### config.mk
export PLATFORM = sky130hd
export DESIGN_NAME = iq_wakeup
export DESIGN_NICKNAME = d
export VERILOG_FILES = /design/src/rtl/iq_wakeup_pkg.sv /design/src/rtl/iq_tag_match.sv /design/src/rtl/iq_wakeup_entry.sv /design/src/rtl/iq_wakeup.sv
export SDC_FILE = /design/constraint.sdc
export NUM_CORES = 1
export LEC_CHECK = 0
export CORE_MARGIN = 2
export CORE_UTILIZATION = 50
export CTS_CLUSTER_SIZE = 14
export DETAILED_ROUTE_END_ITERATION = 10
export DONT_BUFFER_PORTS = 1
export GPL_TIMING_DRIVEN = 0
export MAX_ROUTING_LAYER = met4
export PLACE_DENSITY = 0.69
export SYNTH_ARGS = -nofsm -noshare
export SYNTH_HDL_FRONTEND = slang
export SYNTH_SLANG_ARGS = --single-unit
### constraint.sdc
create_clock -name clk -period 1.96 [get_ports clk]
set_clock_uncertainty 0.05 [all_clocks]
set_input_delay 0.49 -clock clk [delete_from_list [all_inputs] [get_ports clk]]
set_output_delay 0.49 -clock clk [all_outputs]
set_load 0.02 [all_outputs]
### src/rtl/iq_wakeup_pkg.sv
// Package: iq_wakeup_pkg
// Holds the default sizing shared by the wakeup window modules.
// Assumes every user takes these values as defaults and may override them.
package iq_wakeup_pkg;
    localparam int unsigned DEF_ENTRIES = 16;
    localparam int unsigned DEF_TAG_W   = 6;
    localparam int unsigned DEF_IW      = 4;
endpackage

### src/rtl/iq_tag_match.sv
// Module: iq_tag_match
// Compares one operand tag with every slot of the result broadcast at once,
// and ORs the per-slot equalities into a single hit.
// Assumes bc_tags_i packs slot k at bits [k*TAG_W +: TAG_W]. Slots with a
// clear valid bit are masked off.
module iq_tag_match #(
    parameter int unsigned TAG_W = iq_wakeup_pkg::DEF_TAG_W,
    parameter int unsigned IW    = iq_wakeup_pkg::DEF_IW
) (
    input  logic [TAG_W-1:0]    tag_i,
    input  logic [IW-1:0]       bc_valid_i,
    input  logic [IW*TAG_W-1:0] bc_tags_i,
    output logic                hit_o
);
    logic [IW-1:0] slot_eq;

    // One equality comparator per broadcast slot
    for (genvar k = 0; k < IW; k++) begin : g_slot
        assign slot_eq[k] = bc_valid_i[k] && (bc_tags_i[k*TAG_W +: TAG_W] == tag_i);
    end

    assign hit_o = |slot_eq;
endmodule

### src/rtl/iq_wakeup_entry.sv
// Module: iq_wakeup_entry
// One slot of the issue window. It holds two operand tags with sticky ready
// flags and raises req_o when it is occupied and both flags are set.
// Assumes the parent has already matched the allocation tags against the
// broadcast (alloc_lhit_i/alloc_rhit_i). Allocation takes priority over grant.
module iq_wakeup_entry #(
    parameter int unsigned TAG_W = iq_wakeup_pkg::DEF_TAG_W,
    parameter int unsigned IW    = iq_wakeup_pkg::DEF_IW
) (
    input  logic                clk,
    input  logic                rst_n,
    input  logic                alloc_i,
    input  logic [TAG_W-1:0]    alloc_ltag_i,
    input  logic                alloc_lrdy_i,
    input  logic                alloc_lhit_i,
    input  logic [TAG_W-1:0]    alloc_rtag_i,
    input  logic                alloc_rrdy_i,
    input  logic                alloc_rhit_i,
    input  logic [IW-1:0]       bc_valid_i,
    input  logic [IW*TAG_W-1:0] bc_tags_i,
    input  logic                grant_i,
    output logic                req_o
);
    logic             valid_q;
    logic [TAG_W-1:0] ltag_q, rtag_q;
    logic             lrdy_q, rrdy_q;
    logic             hit_l, hit_r;

    iq_tag_match #(.TAG_W(TAG_W), .IW(IW)) u_match_l (
        .tag_i      (ltag_q),
        .bc_valid_i (bc_valid_i),
        .bc_tags_i  (bc_tags_i),
        .hit_o      (hit_l)
    );

    iq_tag_match #(.TAG_W(TAG_W), .IW(IW)) u_match_r (
        .tag_i      (rtag_q),
        .bc_valid_i (bc_valid_i),
        .bc_tags_i  (bc_tags_i),
        .hit_o      (hit_r)
    );

    // Slot state: write on allocate, release on grant, otherwise OR in wakeups
    always_ff @(posedge clk) begin
        if (!rst_n) begin
            valid_q <= 1'b0;
            ltag_q  <= '0;
            rtag_q  <= '0;
            lrdy_q  <= 1'b0;
            rrdy_q  <= 1'b0;
        end else if (alloc_i) begin
            valid_q <= 1'b1;
            ltag_q  <= alloc_ltag_i;
            rtag_q  <= alloc_rtag_i;
            lrdy_q  <= alloc_lrdy_i | alloc_lhit_i;
            rrdy_q  <= alloc_rrdy_i | alloc_rhit_i;
        end else begin
            if (grant_i) valid_q <= 1'b0;
            lrdy_q <= lrdy_q | hit_l;
            rrdy_q <= rrdy_q | hit_r;
        end
    end

    // Request from registered state only
    assign req_o = valid_q & lrdy_q & rrdy_q;

    p_alloc_ready_r2: assert property (@(posedge clk) disable iff (!rst_n)
        (alloc_i && alloc_lrdy_i && alloc_rrdy_i) |=> req_o);
    p_wake_left_r3: assert property (@(posedge clk) disable iff (!rst_n)
        (!alloc_i && hit_l) |=> lrdy_q);
    p_wake_right_r3: assert property (@(posedge clk) disable iff (!rst_n)
        (!alloc_i && hit_r) |=> rrdy_q);
    p_no_invalid_wake_r4: assert property (@(posedge clk) disable iff (!rst_n)
        (!alloc_i && bc_valid_i == '0) |=> (lrdy_q == $past(lrdy_q) && rrdy_q == $past(rrdy_q)));
    p_sticky_ready_r5: assert property (@(posedge clk) disable iff (!rst_n)
        (!alloc_i && lrdy_q && rrdy_q) |=> (lrdy_q && rrdy_q));
    p_grant_release_r7: assert property (@(posedge clk) disable iff (!rst_n)
        (grant_i && !alloc_i) |=> !req_o);
    p_alloc_wins_r7: assert property (@(posedge clk) disable iff (!rst_n)
        (grant_i && alloc_i) |=> valid_q);
    p_alloc_catch_r8: assert property (@(posedge clk) disable iff (!rst_n)
        (alloc_i && alloc_lhit_i && alloc_rhit_i) |=> req_o);
endmodule

### src/rtl/iq_wakeup.sv
// Module: iq_wakeup
// Issue window wakeup array. It keeps ENTRIES slots, and each slot wakes its
// operands from up to IW result tags per cycle. It exposes one issue request
// per slot.
// Assumes at most one allocation per cycle. The selector that drives grant
// is external.
module iq_wakeup #(
    parameter int unsigned ENTRIES = iq_wakeup_pkg::DEF_ENTRIES,
    parameter int unsigned TAG_W   = iq_wakeup_pkg::DEF_TAG_W,
    parameter int unsigned IW      = iq_wakeup_pkg::DEF_IW,
    localparam int unsigned IDX_W  = (ENTRIES > 1) ? $clog2(ENTRIES) : 1
) (
    input  logic                clk,
    input  logic                rst_n,
    input  logic                alloc_en,
    input  logic [IDX_W-1:0]    alloc_idx,
    input  logic [TAG_W-1:0]    alloc_ltag,
    input  logic                alloc_lrdy,
    input  logic [TAG_W-1:0]    alloc_rtag,
    input  logic                alloc_rrdy,
    input  logic [IW-1:0]       bc_valid,
    input  logic [IW*TAG_W-1:0] bc_tags,
    input  logic [ENTRIES-1:0]  grant,
    output logic [ENTRIES-1:0]  req
);
    logic alloc_lhit, alloc_rhit;

    // Shared match of the incoming tags against the same-cycle broadcast
    iq_tag_match #(.TAG_W(TAG_W), .IW(IW)) u_alloc_match_l (
        .tag_i      (alloc_ltag),
        .bc_valid_i (bc_valid),
        .bc_tags_i  (bc_tags),
        .hit_o      (alloc_lhit)
    );

    iq_tag_match #(.TAG_W(TAG_W), .IW(IW)) u_alloc_match_r (
        .tag_i      (alloc_rtag),
        .bc_valid_i (bc_valid),
        .bc_tags_i  (bc_tags),
        .hit_o      (alloc_rhit)
    );

    // One slot per window position, each with its own allocation decode
    for (genvar i = 0; i < ENTRIES; i++) begin : g_entry
        logic sel;
        assign sel = alloc_en && (alloc_idx == IDX_W'(i));

        iq_wakeup_entry #(.TAG_W(TAG_W), .IW(IW)) u_entry (
            .clk          (clk),
            .rst_n        (rst_n),
            .alloc_i      (sel),
            .alloc_ltag_i (alloc_ltag),
            .alloc_lrdy_i (alloc_lrdy),
            .alloc_lhit_i (alloc_lhit),
            .alloc_rtag_i (alloc_rtag),
            .alloc_rrdy_i (alloc_rrdy),
            .alloc_rhit_i (alloc_rhit),
            .bc_valid_i   (bc_valid),
            .bc_tags_i    (bc_tags),
            .grant_i      (grant[i]),
            .req_o        (req[i])
        );
    end

    p_reset_clear_r1: assert property (@(posedge clk)
        !rst_n |=> (req == '0));
endmodule

**After elaboration in Yosys (flattened, before gate mapping)**

Index checks and enable logic that the tools add are counted.

- Word-level logic and storage cells: 564
- Output and inout bits: 16
- Register bits: 240
- Input port bits: 65

- Equal/unequal tests: 151
- Reduce and logical (&&, ||, !) cells: 203
- Muxes and demuxes: 64
- Bitwise gates (word level): 66

Operator list:

| kind | number |
|---|---|
| 6-bit == test | 136 |
| 1-bit logical AND | 152 |
| 4-bit OR reduction | 34 |
| 1-bit two-way mux | 64 |
| 1-bit OR | 34 |
| 1-bit AND | 32 |
| 4-bit == test (second input constant) | 8 |
| 2-bit nonzero test | 16 |
| 4-bit by 3-bit == test with 1-bit output (second input constant) | 4 |
| 4-bit by 2-bit == test with 1-bit output (second input constant) | 2 |
| 4-bit by 1-bit == test with 1-bit output (second input constant) | 1 |
| 4-bit zero test | 1 |

**Logic depth before layout (Yosys ltp)**

Gate-level depths: netlist (run 1).

- Word-level depth: 5
- Mapped depth: 8
- Depth with buffers taken out: 6

**Hierarchy**

A second synthesis (run 1) with hierarchy kept.

- Cell total of the unflattened synthesis: 2,027
- Area, all modules: 19,080.8 um^2

By module, submodules not included:

| module | area an instance (um^2) | instances | cells an instance |
|---|---|---|---|
| iq_wakeup_entry | 605.6 | 16 | 53 |
| iq_tag_match | 272.8 | 34 | 34 |
| iq_wakeup | 117.6 | 1 | 23 |

**Least setup slack after synthesis (run 1)**

Ideal clock, no wire load.

- Kind: input to register
- From: input alloc_idx[2]
- To: register g_entry[2].u_entry.lrdy_q
- Path buffers: 3
- Setup slack: 0.185 ns
- Data arrival time: 1.609 ns
- Setup time: 0.116 ns
- Stages on the path: 6
- Cell sequence: buf_2 nand2b_4 or3_1 clkbuf_1 buf_2 o211a_1

- Longest elaborated chain between the ends: 3

Ends and longest elaborated chain:

| element | RTL line | source |
|---|---|---|
| start: declaration | iq_wakeup.sv:16 | `input logic [IDX_W-1:0] alloc_idx,` |
| 4-bit by 2-bit == test with 1-bit output | iq_wakeup.sv:46 | `assign sel = alloc_en && (alloc_idx == IDX_W'(i));` |
| 1-bit logical AND | iq_wakeup.sv:46 |  |
| 1-bit two-way mux | iq_wakeup_entry.sv:51 | `end else if (alloc_i) begin` |
| end signal: assignment | iq_wakeup_entry.sv:55 | `lrdy_q <= alloc_lrdy_i \| alloc_lhit_i;` |
| end signal: assignment | iq_wakeup_entry.sv:59 | `lrdy_q <= lrdy_q \| hit_l;` |
| end: declaration | iq_wakeup_entry.sv:26 | `logic lrdy_q, rrdy_q;` |

No other way between the ends.
A chain may end at the register's enable or synchronous reset.

**Worst setup path after layout (run 1)**

- From: register g_entry[13].u_entry.valid_q
- To: output req[13]

- Longest elaborated chain between the ends: 2

Ends and longest elaborated chain:

| element | RTL line | source |
|---|---|---|
| start: declaration | iq_wakeup_entry.sv:24 | `logic valid_q;` |
| start signal: assignment | iq_wakeup_entry.sv:46 | `valid_q <= 1'b0;` |
| start signal: assignment | iq_wakeup_entry.sv:52 | `valid_q <= 1'b1;` |
| start signal: assignment | iq_wakeup_entry.sv:58 | `if (grant_i) valid_q <= 1'b0;` |
| 1-bit AND (2 in series) | iq_wakeup_entry.sv:65 | `assign req_o = valid_q & lrdy_q & rrdy_q;` |
| end: declaration | iq_wakeup.sv:24 | `output logic [ENTRIES-1:0] req` |

No other way between the ends.

==> impl_table.tex, run 1 <==
\begin{tabular}{lr}
\hline
Metric & Value \\
\hline
\multicolumn{2}{l}{\textbf{Timing}} \\
Crit share post-route & 1.02 \\
Max-slew violation count & 0 \\
Fmax & 500 MHz \\
Final-report setup violation count & 8 \\
Normalized max-slew margin & 0.0554 \\
RSZ-0062 raised after global routing & false \\
Min cycle time layout & roughly 2 ns \\
Least setup slack across all paths after layout & -0.0400 ns \\
Number of hold-slack violations in the final timing report & 0 \\
Summed negative setup slack over all endpoints & -0.0974 ns \\
Worst slew pin tran & approximately 1.4 ns \\
\multicolumn{2}{l}{\textbf{Final layout}} \\
Layout-stage area growth over the synthesis result & 8.86\% \\
Final design instance area without fill & 0.0215 mm\^{}2 \\
Area used by sequential logic in the layout & slightly below 0.005 mm\^{}2 \\
Most used cells in the layout excluding fill and tap cells & sky130\_fd\_sc\_hd\_\_nand2\_1, sky130\_fd\_sc\_hd\_\_xor2\_1, sky130\_fd\_sc\_hd\_\_xnor2\_1 \\
Post-route non-filler standard cell count & 3118 \\
Most common library cell in the layout ignoring fill and taps & sky130\_fd\_sc\_hd\_\_nand2\_1 \\
Nets@finish & 2644 \\
Number of fill cells in the layout & 3681 \\
Area taken by multi-input logic gates & 0.0132 mm\^{}2 \\
Fraction of final layout cells with drive strength greater than 1 & 0.0881 \\
Fin util & 0.555 \\
\multicolumn{2}{l}{\textbf{Clock tree}} \\
Clock insertion delay at the later pin of the skew report & 0.59 ns \\
CTS clk-pin slew, worst paths & 0.06 ns \\
Maximum clock insertion buffer count & 3 \\
Buffer type at the clock tree root & sky130\_fd\_sc\_hd\_\_clkbuf\_16 \\
Sinks on the clock net & 240 \\
Clock tree from TritonCTS & yes \\
Num CTS Buffers & 28 \\
Number of H-tree branching levels & 1 \\
\multicolumn{2}{l}{\textbf{GRT}} \\
Global route total overflow & 0 \\
Global-route wire length before repair & 124 mm \\
Initial antenna violation count & 3 \\
Maximum number of pins on one net before global-route repair & 14 \\
Via count of the first global-routing pass & approximately 18000 \\
Total routing usage reported by global routing & 0.428 \\
\multicolumn{2}{l}{\textbf{Floorplanning}} \\
Effective utilization at floorplan & 0.510 \\
Die Height & 203 um \\
Ports placed on the boundary & 81 \\
Horiz. Die Dim & 203 um \\
Num rows & 72 \\
Area enclosed by the die boundary & 0.0412 mm\^{}2 \\
Core region area & 0.0388 mm\^{}2 \\
\multicolumn{2}{l}{\textbf{Power}} \\
Leak Pwr & $\sim$8.2 nW \\
IR drop worst, VDD & 721 uV \\
PnR Total Power & 14.0 mW \\
P per Cell Area & between 600 and 700 mW/mm\^{}2 \\
\multicolumn{2}{l}{\textbf{Synth}} \\
Top cell type's share of synthesized area & 0.243 \\
Gate Count Post-Synth & 2549 \\
Largest cells by area after synthesis & sky130\_fd\_sc\_hd\_\_dfxtp\_1, sky130\_fd\_sc\_hd\_\_xnor2\_1, sky130\_fd\_sc\_hd\_\_xor2\_1 \\
Number of warnings issued by yosys & 0 \\
Synth cell types & 28 \\
Area leader, netlist & sky130\_fd\_sc\_hd\_\_dfxtp\_1 \\
Yosys reg bits & 240 \\
Sequential element share of the synthesized area & 0.243 \\
Synthesized net count & 2614 \\
Post-synthesis instance area & 0.0198 mm\^{}2 \\
Synthesized area divided by synthesized cell count & roughly 7.8 um\^{}2 \\
\multicolumn{2}{l}{\textbf{Worst setup path}} \\
Data arrival at the endpoint of the critical path & 1.46 ns \\
Type of destination of the critical path & primary output \\
Critical R2R Capture & g\_entry[7].u\_entry.lrdy\_q\$\_SDFF\_PN0\_ \\
Worst endpoint required time & 1.42 ns \\
Reg2reg start & g\_entry[7].u\_entry.ltag\_q[3]\$\_SDFFE\_PN0P\_ \\
Path depth of the worst reg2reg path & 7 \\
Capture point of the critical path & req[13] \\
Nature of the critical path startpoint & flop \\
R2R Setup Slk & $\sim$0.28 ns \\
Startpoint of the most critical setup path & g\_entry[13].u\_entry.valid\_q\$\_SDFFE\_PN0P\_ \\
Biggest fanout along the worst timing path & 2 \\
Path type of the worst setup path & flop to primary output \\
\multicolumn{2}{l}{\textbf{Route}} \\
Average wire per cell in the routed design & 28.0 um \\
Iter 0 DRT Violations & 1965 \\
Wirelength, routed & 87.3 mm \\
Routed via count & between 15000 and 20000 \\
TritonRoute pass-1 iters & 6 \\
Detailed-route vias per instance & around 6.2 \\
\# DRC & 0 \\
Antenna viol nets, final & 0 \\
\multicolumn{2}{l}{\textbf{Outcome}} \\
Outcome & finished, violations left \\
Failing checks & setup timing \\
\multicolumn{2}{l}{\textbf{Place}} \\
Hpwl dp & 58.0 mm \\
Post-placement cell count & 3067 \\
Quantity of I/O buffers inserted on ports & 0 \\
Placer's final routability congestion estimate & a little over 1 \\
Placed Instance Area & 0.0204 mm\^{}2 \\
\multicolumn{2}{l}{\textbf{Min path}} \\
Type of the worst min-delay path & input port to flop \\
\multicolumn{2}{l}{\textbf{Job}} \\
Count of max-cap constraint violations & 0 \\
\hline
\end{tabular}
==> layout make-up <==
class                           count  share of cell area
Multi-Input combinational cell   1894               0.611
Sequential cell                   240               0.223
Buffer                            415              0.0861
Clock buffer                       35              0.0361
Tap cell                          518              0.0301
Clock inverter                     15              0.0134
Antenna cell                        1            0.000116
==> per-stage QoR <==
| stage | setup slack (ns) | hold WS, ns |
|---|---|---|
| 2_1_floorplan | 0.185 | 0.394 |
| 3_3_place_gp | -0.942 | 0.404 |
| 3_5_place_dp | -0.976 | 0.412 |
| 4_1_cts | 0.00186 | 0.0237 |
| 5_1_grt | 0.00551 | 0.0466 |
| 6_report | -0.0400 | 0.0317 |
==> kinds of logic (layout without fill, tap and decap cells) <==
kind of cell,count (synthesis),after routing,synth area share
compound gates,240,240,0.0951
xor+xnor,816,816,0.361
buf+inv,415,465,0.0931
flops,240,240,0.243
other cells,0,1,0
simple gates,838,838,0.208
==> sequential cells by signal, indices dropped and copies added, names as in the netlist <==
register                 flops
g_entry.u_entry.ltag_q      96
g_entry.u_entry.rtag_q      96
g_entry.u_entry.lrdy_q      16
g_entry.u_entry.rrdy_q      16
g_entry.u_entry.valid_q     16
==> synth_stat cells, drive strengths merged <==
| library cell | instances |
|---|---|
| o211a | 32 |
| dfxtp | 240 |
| nand2 | 427 |
| nand4 | 138 |
| nor2 | 11 |
| and2 | 1 |
| nor3 | 74 |
| xnor2 | 408 |
| nor2b | 2 |
| nand3 | 6 |
| buf | 220 |
| xor2 | 408 |
| nor4 | 138 |
| a21boi | 208 |
| and2b | 1 |
| or3 | 5 |
| nand2b | 19 |
| clkbuf | 195 |
| and3 | 16 |
==> timing repair <==
action                     CTS  global route
gates resized for setup      8            16
hold buffers                 0             0
setup buffers                0             0
pin swaps                    0             0
setup endpoints to repair   25            24
==> per-layer routing <==
| layer | wire (um) | share of wire | GRT usage |
|---|---|---|---|
| met5 | 0 | 0 | - |
| met1 | 32600 | 0.37 | 0.521 |
| met3 | 11800 | 0.14 | 0.121 |
| met2 | 35100 | 0.40 | 0.609 |
| met4 | 7790 | 0.089 | 0.298 |
==> power breakdown <==
group | switching, mW | total [mW] | internal (mW)
Sequential | 0.0332 | 5.00 | 4.96
Clock | 2.35 | 6.20 | 3.85
Combinational | 1.91 | 2.78 | 0.867
Total | 4.29 | 14.0 | 9.68
==> worst max-delay path, stage by stage (launching register included) <==
cell and delay, ns:
sky130_fd_sc_hd__dfxtp_1 0.43, sky130_fd_sc_hd__and3_1 0.28, sky130_fd_sc_hd__buf_4 0.17
==> worst min path at each step <==
stage	start	endpoint	slack [ns]	cells after the start
after global placement	g_entry[7].u_entry.valid_q$_SDFFE_PN0P_	g_entry[7].u_entry.valid_q$_SDFFE_PN0P_	0.40	2
final	grant[3]	g_entry[3].u_entry.valid_q$_SDFFE_PN0P_	0.03	2
after detailed placement	g_entry[2].u_entry.valid_q$_SDFFE_PN0P_	g_entry[2].u_entry.valid_q$_SDFFE_PN0P_	0.41	2
after global routing	grant[6]	g_entry[6].u_entry.valid_q$_SDFFE_PN0P_	0.05	2
after floorplan	g_entry[2].u_entry.valid_q$_SDFFE_PN0P_	g_entry[2].u_entry.valid_q$_SDFFE_PN0P_	0.39	2
after CTS	grant[3]	g_entry[3].u_entry.valid_q$_SDFFE_PN0P_	0.02	2
(Power assumes the default switching activity.)
==> run 2, diff against run 1 <==
- RECOVER_POWER: not set -> 25
- REMOVE_ABC_BUFFERS: not set -> 1
==> run 2 against run 1 <==
Critical path depth shrank 1. First-iteration DRC count shrank 3.3%. Critical endpoint is now req[12]. The run now ends clean. Highest routed layer unchanged. Worst hold slack lost 0.026 ns. Critical path type unchanged. Global-route usage shrank 9.9 points. Via count shrank 12%. Cell count shrank 13%.
==> impl_table.tex, run 2 (synthesis results as in run 1) <==
\begin{tabular}{lr}
\hline
Metric & Value \\
\hline
\multicolumn{2}{l}{\textbf{Route}} \\
\# DRC & 0 (unchanged) \\
Routed via count & 16872 (-12\%) \\
TritonRoute pass-1 iters & 6 (unchanged) \\
Antenna viol nets, final & 0 (unchanged) \\
Iter 0 DRT Violations & 1901 (-3.3\%) \\
Average wire per cell in the routed design & 24.8 um (-12\%) \\
Detailed-route vias per instance & 6.19 (+0.43\%) \\
Wirelength, routed & 67.4 mm (-23\%) \\
\multicolumn{2}{l}{\textbf{Power}} \\
IR drop worst, VDD & 595 uV (-18\%) \\
P per Cell Area & 594 mW/mm\^{}2 (-8.4\%) \\
PnR Total Power & 11.7 mW (-16\%) \\
Leak Pwr & 7.22 nW (-12\%) \\
\multicolumn{2}{l}{\textbf{Place}} \\
Placer's final routability congestion estimate & 0.857 (-18\%) \\
Hpwl dp & 33.5 mm (-42\%) \\
Worst setup timing slack at the placement stage & -0.683 ns (+0.293 ns) \\
Placed Instance Area & 0.0186 mm\^{}2 (-9.0\%) \\
Quantity of I/O buffers inserted on ports & 0 (unchanged) \\
Post-placement cell count & 2652 (-14\%) \\
\multicolumn{2}{l}{\textbf{Timing}} \\
Normalized max-slew margin & 0.239 (+0.183) \\
Summed negative setup slack over all endpoints & 0 ns (+0.0974 ns) \\
Least setup slack across all paths after layout & 0.119 ns (+0.159 ns) \\
Crit share post-route & 0.939 (-0.0810) \\
Worst slew pin tran & 1.14 ns (-0.279 ns) \\
Number of hold-slack violations in the final timing report & 0 (unchanged) \\
Final-report setup violation count & 0 (-8) \\
Fmax & 543 MHz (+8.6\%) \\
Max-slew violation count & 0 (unchanged) \\
Min cycle time layout & 1.84 ns (-0.159 ns) \\
Smallest hold slack & 0.00574 ns (-0.0259 ns) \\
RSZ-0062 raised after global routing & false \\
\multicolumn{2}{l}{\textbf{Final layout}} \\
Fraction of final layout cells with drive strength greater than 1 & 0.0240 (-0.0641) \\
Post-route non-filler standard cell count & 2724 (-13\%) \\
Most used cells in the layout excluding fill and tap cells & sky130\_fd\_sc\_hd\_\_nand2\_1, sky130\_fd\_sc\_hd\_\_xor2\_1, sky130\_fd\_sc\_hd\_\_xnor2\_1 \\
Fin util & 0.508 (-0.0468) \\
Final design instance area without fill & 0.0197 mm\^{}2 (-8.4\%) \\
Nets@finish & 2255 (-15\%) \\
Most common library cell in the layout ignoring fill and taps & sky130\_fd\_sc\_hd\_\_nand2\_1 \\
Layout-stage area growth over the synthesis result & -0.316\% \\
Biggest regs & g\_entry.u\_entry.ltag\_q x96, g\_entry.u\_entry.rtag\_q x96 \\
\multicolumn{2}{l}{\textbf{Min path}} \\
Type of the worst min-delay path & input port to flop \\
\multicolumn{2}{l}{\textbf{Worst setup path}} \\
Cell at the slowest stage of the critical path & sky130\_fd\_sc\_hd\_\_dfxtp\_1 \\
Top delay family on crit path & flip-flops \\
Path type of the worst setup path & flop to primary output \\
Worst path buffer plus inverter count & 0 (-1) \\
Worst path max stage delay & 0.37 ns (-0.06 ns) \\
Worst endpoint required time & 1.42 ns (about the same) \\
Biggest fanout along the worst timing path & 2 (unchanged) \\
Data arrival at the endpoint of the critical path & 1.30 ns (-0.16 ns) \\
Type of destination of the critical path & primary output \\
Nature of the critical path startpoint & flop \\
Ordered list of cells on the worst path & and3\_1 \\
\multicolumn{2}{l}{\textbf{Clock tree}} \\
Clock insertion delay at the later pin of the skew report & 0.59 ns (about the same) \\
CTS clk-pin slew, worst paths & 0.06 ns (about the same) \\
Sinks on the clock net & 240 (unchanged) \\
Clock tree from TritonCTS & yes \\
Number of H-tree branching levels & 1 (unchanged) \\
Maximum clock insertion buffer count & 3 (unchanged) \\
Postcts setup bufs & 0 (unchanged) \\
Num CTS Buffers & 29 (+3.6\%) \\
Buffer type at the clock tree root & sky130\_fd\_sc\_hd\_\_clkbuf\_16 \\
\multicolumn{2}{l}{\textbf{GRT}} \\
Global route total overflow & 0 (unchanged) \\
Initial antenna violation count & 2 (-1) \\
Total routing usage reported by global routing & 0.329 (-0.0990) \\
Maximum number of pins on one net before global-route repair & 241 (+227) \\
Via count of the first global-routing pass & 16072 (-11\%) \\
Global-route wire length before repair & 100 mm (-19\%) \\
\multicolumn{2}{l}{\textbf{Floorplanning}} \\
Core region area & 0.0388 mm\^{}2 (unchanged) \\
Die Height & 203 um (unchanged) \\
Area enclosed by the die boundary & 0.0412 mm\^{}2 (unchanged) \\
Horiz. Die Dim & 203 um (unchanged) \\
Ports placed on the boundary & 81 (unchanged) \\
Effective utilization at floorplan & 0.510 (unchanged) \\
Num rows & 72 (unchanged) \\
\multicolumn{2}{l}{\textbf{Outcome}} \\
Outcome & finished, final reports clean \\
\multicolumn{2}{l}{\textbf{Job}} \\
Count of max-cap constraint violations & 0 (unchanged) \\
\hline
\end{tabular}
==> run 2: layout make-up <==
type,instances,area (um^2)
antenna,1,2.50
clock buffer,41,821
clock inverter,5,57.6
fill,3687,19100
multi-input combinational,1894,13100
sequential,240,4800
tap,518,648
timing repair buffer,25,245
==> run 2: path summary, 6_finish.rpt <==
kind | startpoint | to | slack, ns | cells after the start
max | g_entry[12].u_entry.rrdy_q$_SDFF_PN0_ | req[12] | 0.12 | 1
min | alloc_rtag[1] | g_entry[5].u_entry.rtag_q[1]$_SDFFE_PN0P_ | 0.006 | 2
max reg2reg | g_entry[0].u_entry.rtag_q[0]$_SDFFE_PN0P_ | g_entry[0].u_entry.rrdy_q$_SDFF_PN0_ | 0.48 | 6
min reg2reg | g_entry[9].u_entry.valid_q$_SDFFE_PN0P_ | g_entry[9].u_entry.valid_q$_SDFFE_PN0P_ | 0.42 | 2
==> run 2: layer usage <==
layer	vias up	GRT usage	routed length [um]
li1	7502	-	-
met5	-	-	0
met2	1033	0.493	29000
met3	265	0.0599	7910
met1	8072	0.428	26900
met4	0	0.156	3620
==> run 2: repair_timing <==
item | CTS | global route
hold buffers | 24 | 0
hold endpoints to repair | 44 | 0
gates cloned | 0 | 0
setup endpoints to repair | 16 | 16
gates resized for setup | 1 | 1
==> run 2: power by group <==
group / total, mW / switching, mW / internal, mW
sequential: 5.09 / 0.120 / 4.97
combinational: 1.37 / 0.585 / 0.786
clock: 5.26 / 2.26 / 3.00
total: 11.7 / 2.96 / 8.75
==> run 3, diff against run 2 <==
- RECOVER_POWER: 25 -> not set
==> run 3 against run 2 <==
Cell count about the same. Die area is the same. Sequential power about the same. Non-clock buffer count stayed put. Critical path type unchanged.
==> impl_table.tex, run 3 (synthesis results as in run 1) <==
\begin{tabular}{lr}
\hline
Metric & Value \\
\hline
\multicolumn{2}{l}{\textbf{Place}} \\
Hpwl dp & 33.5 mm (unchanged) \\
Post-placement cell count & 2652 (unchanged) \\
Quantity of I/O buffers inserted on ports & 0 (unchanged) \\
Placer's final routability congestion estimate & 0.857 (unchanged) \\
Worst setup timing slack at the placement stage & -0.683 ns (unchanged) \\
\multicolumn{2}{l}{\textbf{Worst setup path}} \\
Biggest fanout along the worst timing path & 2 (unchanged) \\
Data arrival at the endpoint of the critical path & 1.30 ns (about the same) \\
Worst endpoint required time & 1.42 ns (about the same) \\
Critical R2R Capture & g\_entry[0].u\_entry.rrdy\_q\$\_SDFF\_PN0\_ \\
Ordered list of cells on the worst path & and3\_1 \\
Top delay family on crit path & flip-flops \\
Type of destination of the critical path & primary output \\
Worst path buffer plus inverter count & 0 (unchanged) \\
R2R Setup Slk & 0.48 ns (about the same) \\
Path type of the worst setup path & flop to primary output \\
Startpoint of the most critical setup path & g\_entry[12].u\_entry.rrdy\_q\$\_SDFF\_PN0\_ \\
Worst path max stage delay & 0.36 ns (about the same) \\
Path depth of the worst reg2reg path & 6 (unchanged) \\
Reg2reg start & g\_entry[0].u\_entry.rtag\_q[0]\$\_SDFFE\_PN0P\_ \\
Cell at the slowest stage of the critical path & sky130\_fd\_sc\_hd\_\_dfxtp\_1 \\
Nature of the critical path startpoint & flop \\
\multicolumn{2}{l}{\textbf{Clock tree}} \\
Maximum clock insertion buffer count & 3 (unchanged) \\
Clock insertion delay at the later pin of the skew report & 0.59 ns (about the same) \\
Clock tree from TritonCTS & yes \\
CTS clk-pin slew, worst paths & 0.06 ns (about the same) \\
Num CTS Buffers & 29 (unchanged) \\
Sinks on the clock net & 240 (unchanged) \\
Buffer type at the clock tree root & sky130\_fd\_sc\_hd\_\_clkbuf\_16 \\
Number of H-tree branching levels & 1 (unchanged) \\
Postcts setup bufs & 0 (unchanged) \\
\multicolumn{2}{l}{\textbf{Timing}} \\
Worst slew pin tran & 1.16 ns (+0.0224 ns) \\
Crit share post-route & 0.937 (-0.00258) \\
Normalized max-slew margin & 0.224 (-0.0150) \\
Fmax & 545 MHz (+0.28\%) \\
Number of hold-slack violations in the final timing report & 0 (unchanged) \\
Max-slew violation count & 0 (unchanged) \\
Smallest hold slack & 0.00902 ns (+0.00328 ns) \\
Min cycle time layout & 1.84 ns (-0.00506 ns) \\
Least setup slack across all paths after layout & 0.124 ns (+0.00506 ns) \\
Summed negative setup slack over all endpoints & 0 ns (unchanged) \\
RSZ-0062 raised after global routing & false \\
Final-report setup violation count & 0 (unchanged) \\
\multicolumn{2}{l}{\textbf{Final layout}} \\
Fraction of final layout cells with drive strength greater than 1 & 0.0249 (+0.000907) \\
Layout-stage area growth over the synthesis result & -0.247\% (about the same) \\
Most common library cell in the layout ignoring fill and taps & sky130\_fd\_sc\_hd\_\_nand2\_1 \\
Post-route non-filler standard cell count & 2725 (+0.037\%) \\
Nets@finish & 2255 (unchanged) \\
Biggest regs & g\_entry.u\_entry.ltag\_q x96, g\_entry.u\_entry.rtag\_q x96 \\
Fin util & 0.508 (about the same) \\
Most used cells in the layout excluding fill and tap cells & sky130\_fd\_sc\_hd\_\_nand2\_1, sky130\_fd\_sc\_hd\_\_xor2\_1, sky130\_fd\_sc\_hd\_\_xnor2\_1 \\
\multicolumn{2}{l}{\textbf{Power}} \\
Switching power as a share of total power & 0.253 (+0.000496) \\
Clk pwr share & 0.449 (about the same) \\
Sequential cell fraction of total power & 0.434 (about the same) \\
Power share of the combinational group & 0.117 (about the same) \\
Design internal power & 8.75 mW (about the same) \\
P per Cell Area & 594 mW/mm\^{}2 (about the same) \\
NetSw & 2.97 mW (+0.25\%) \\
IR drop worst, VDD & 599 uV (+0.62\%) \\
Leak Pwr & 7.22 nW (about the same) \\
\multicolumn{2}{l}{\textbf{Min path}} \\
Number of cells on the worst hold path & 2 (unchanged) \\
Type of the worst min-delay path & input port to flop \\
Worst Hold Path EP & g\_entry[8].u\_entry.ltag\_q[0]\$\_SDFFE\_PN0P\_ \\
Min-delay src & alloc\_ltag[0] \\
\multicolumn{2}{l}{\textbf{GRT}} \\
Total routing usage reported by global routing & 0.329 (unchanged) \\
Global-route wire length before repair & 100 mm (unchanged) \\
Global route total overflow & 0 (unchanged) \\
Via count of the first global-routing pass & 16072 (unchanged) \\
Maximum number of pins on one net before global-route repair & 241 (unchanged) \\
Initial antenna violation count & 2 (unchanged) \\
\multicolumn{2}{l}{\textbf{Floorplanning}} \\
Die Height & 203 um (unchanged) \\
Effective utilization at floorplan & 0.510 (unchanged) \\
Core region area & 0.0388 mm\^{}2 (unchanged) \\
Area enclosed by the die boundary & 0.0412 mm\^{}2 (unchanged) \\
Num rows & 72 (unchanged) \\
Horiz. Die Dim & 203 um (unchanged) \\
Ports placed on the boundary & 81 (unchanged) \\
\multicolumn{2}{l}{\textbf{Route}} \\
Iter 0 DRT Violations & 2014 (+5.9\%) \\
Routed via count & 16850 (-0.13\%) \\
Antenna viol nets, final & 0 (unchanged) \\
Average wire per cell in the routed design & 24.8 um (+0.28\%) \\
\# DRC & 0 (unchanged) \\
Detailed-route vias per instance & 6.18 (-0.17\%) \\
TritonRoute pass-1 iters & 6 (unchanged) \\
Wirelength, routed & 67.6 mm (+0.32\%) \\
\multicolumn{2}{l}{\textbf{Outcome}} \\
Outcome & finished, final reports clean \\
\multicolumn{2}{l}{\textbf{Job}} \\
Count of max-cap constraint violations & 0 (unchanged) \\
\hline
\end{tabular}
run 3: routing by layer:
| metal | GRT usage | up-vias | wire length, um |
|---|---|---|---|
| li1 | - | 7509 | - |
| met1 | 0.428 | 8149 | 27500 |
| met2 | 0.493 | 939 | 29200 |
| met3 | 0.0599 | 253 | 7450 |
| met4 | 0.156 | 0 | 3500 |
| met5 | - | - | 0 |
run 3: how the worst max path moves through the flow:
stage	cells past startpoint	to	slack (ns)
5_1_grt	1	req[12]	0.11
3_5_place_dp	6	g_entry[9].u_entry.rrdy_q$_SDFF_PN0_	-0.68
3_3_place_gp	6	g_entry[9].u_entry.rrdy_q$_SDFF_PN0_	-0.60
4_1_cts	6	g_entry[9].u_entry.lrdy_q$_SDFF_PN0_	0.04
6_report	1	req[12]	0.12
2_1_floorplan	5	g_entry[0].u_entry.lrdy_q$_SDFF_PN0_	0.15
run 3: metrics by stage:
| stage | total power, mW | area, um^2 |
|---|---|---|
| 5_1_grt | 12.1 | 19700 |
| 6_report | 11.7 | 19700 |
| 4_1_cts | 11.7 | 19700 |
| 3_5_place_dp | 6.45 | 18600 |
| 2_1_floorplan | 6.27 | 17900 |
| 3_3_place_gp | 6.38 | 18600 |
run 3: area by class of cell:
| type | count | area [um^2] |
|---|---|---|
| well taps | 518 | 648 |
| diodes | 2 | 5.00 |
| flip-flops and latches | 240 | 4800 |
| fillers | 3686 | 19100 |
| multi-input cells | 1894 | 13200 |
| repair buffers | 25 | 248 |
| clock inverters | 5 | 57.6 |
| clock buffers | 41 | 821 |
run 3: power groups by stage:
stage / registers (mW) / logic [mW] / clock network, mW
final: 5.09 / 1.37 / 5.26
after floorplan: 5.16 / 1.11 / 0
after CTS: 5.08 / 1.36 / 5.26
after detailed placement: 5.19 / 1.26 / 0
after global placement: 5.18 / 1.20 / 0
after global routing: 5.10 / 1.50 / 5.47
run 3: timing repair:
action	in CTS	in global routing
endpoints found under the setup margin	16	16
hold buffers	24	0
endpoints found under the hold margin	44	0
resized for setup	1	1
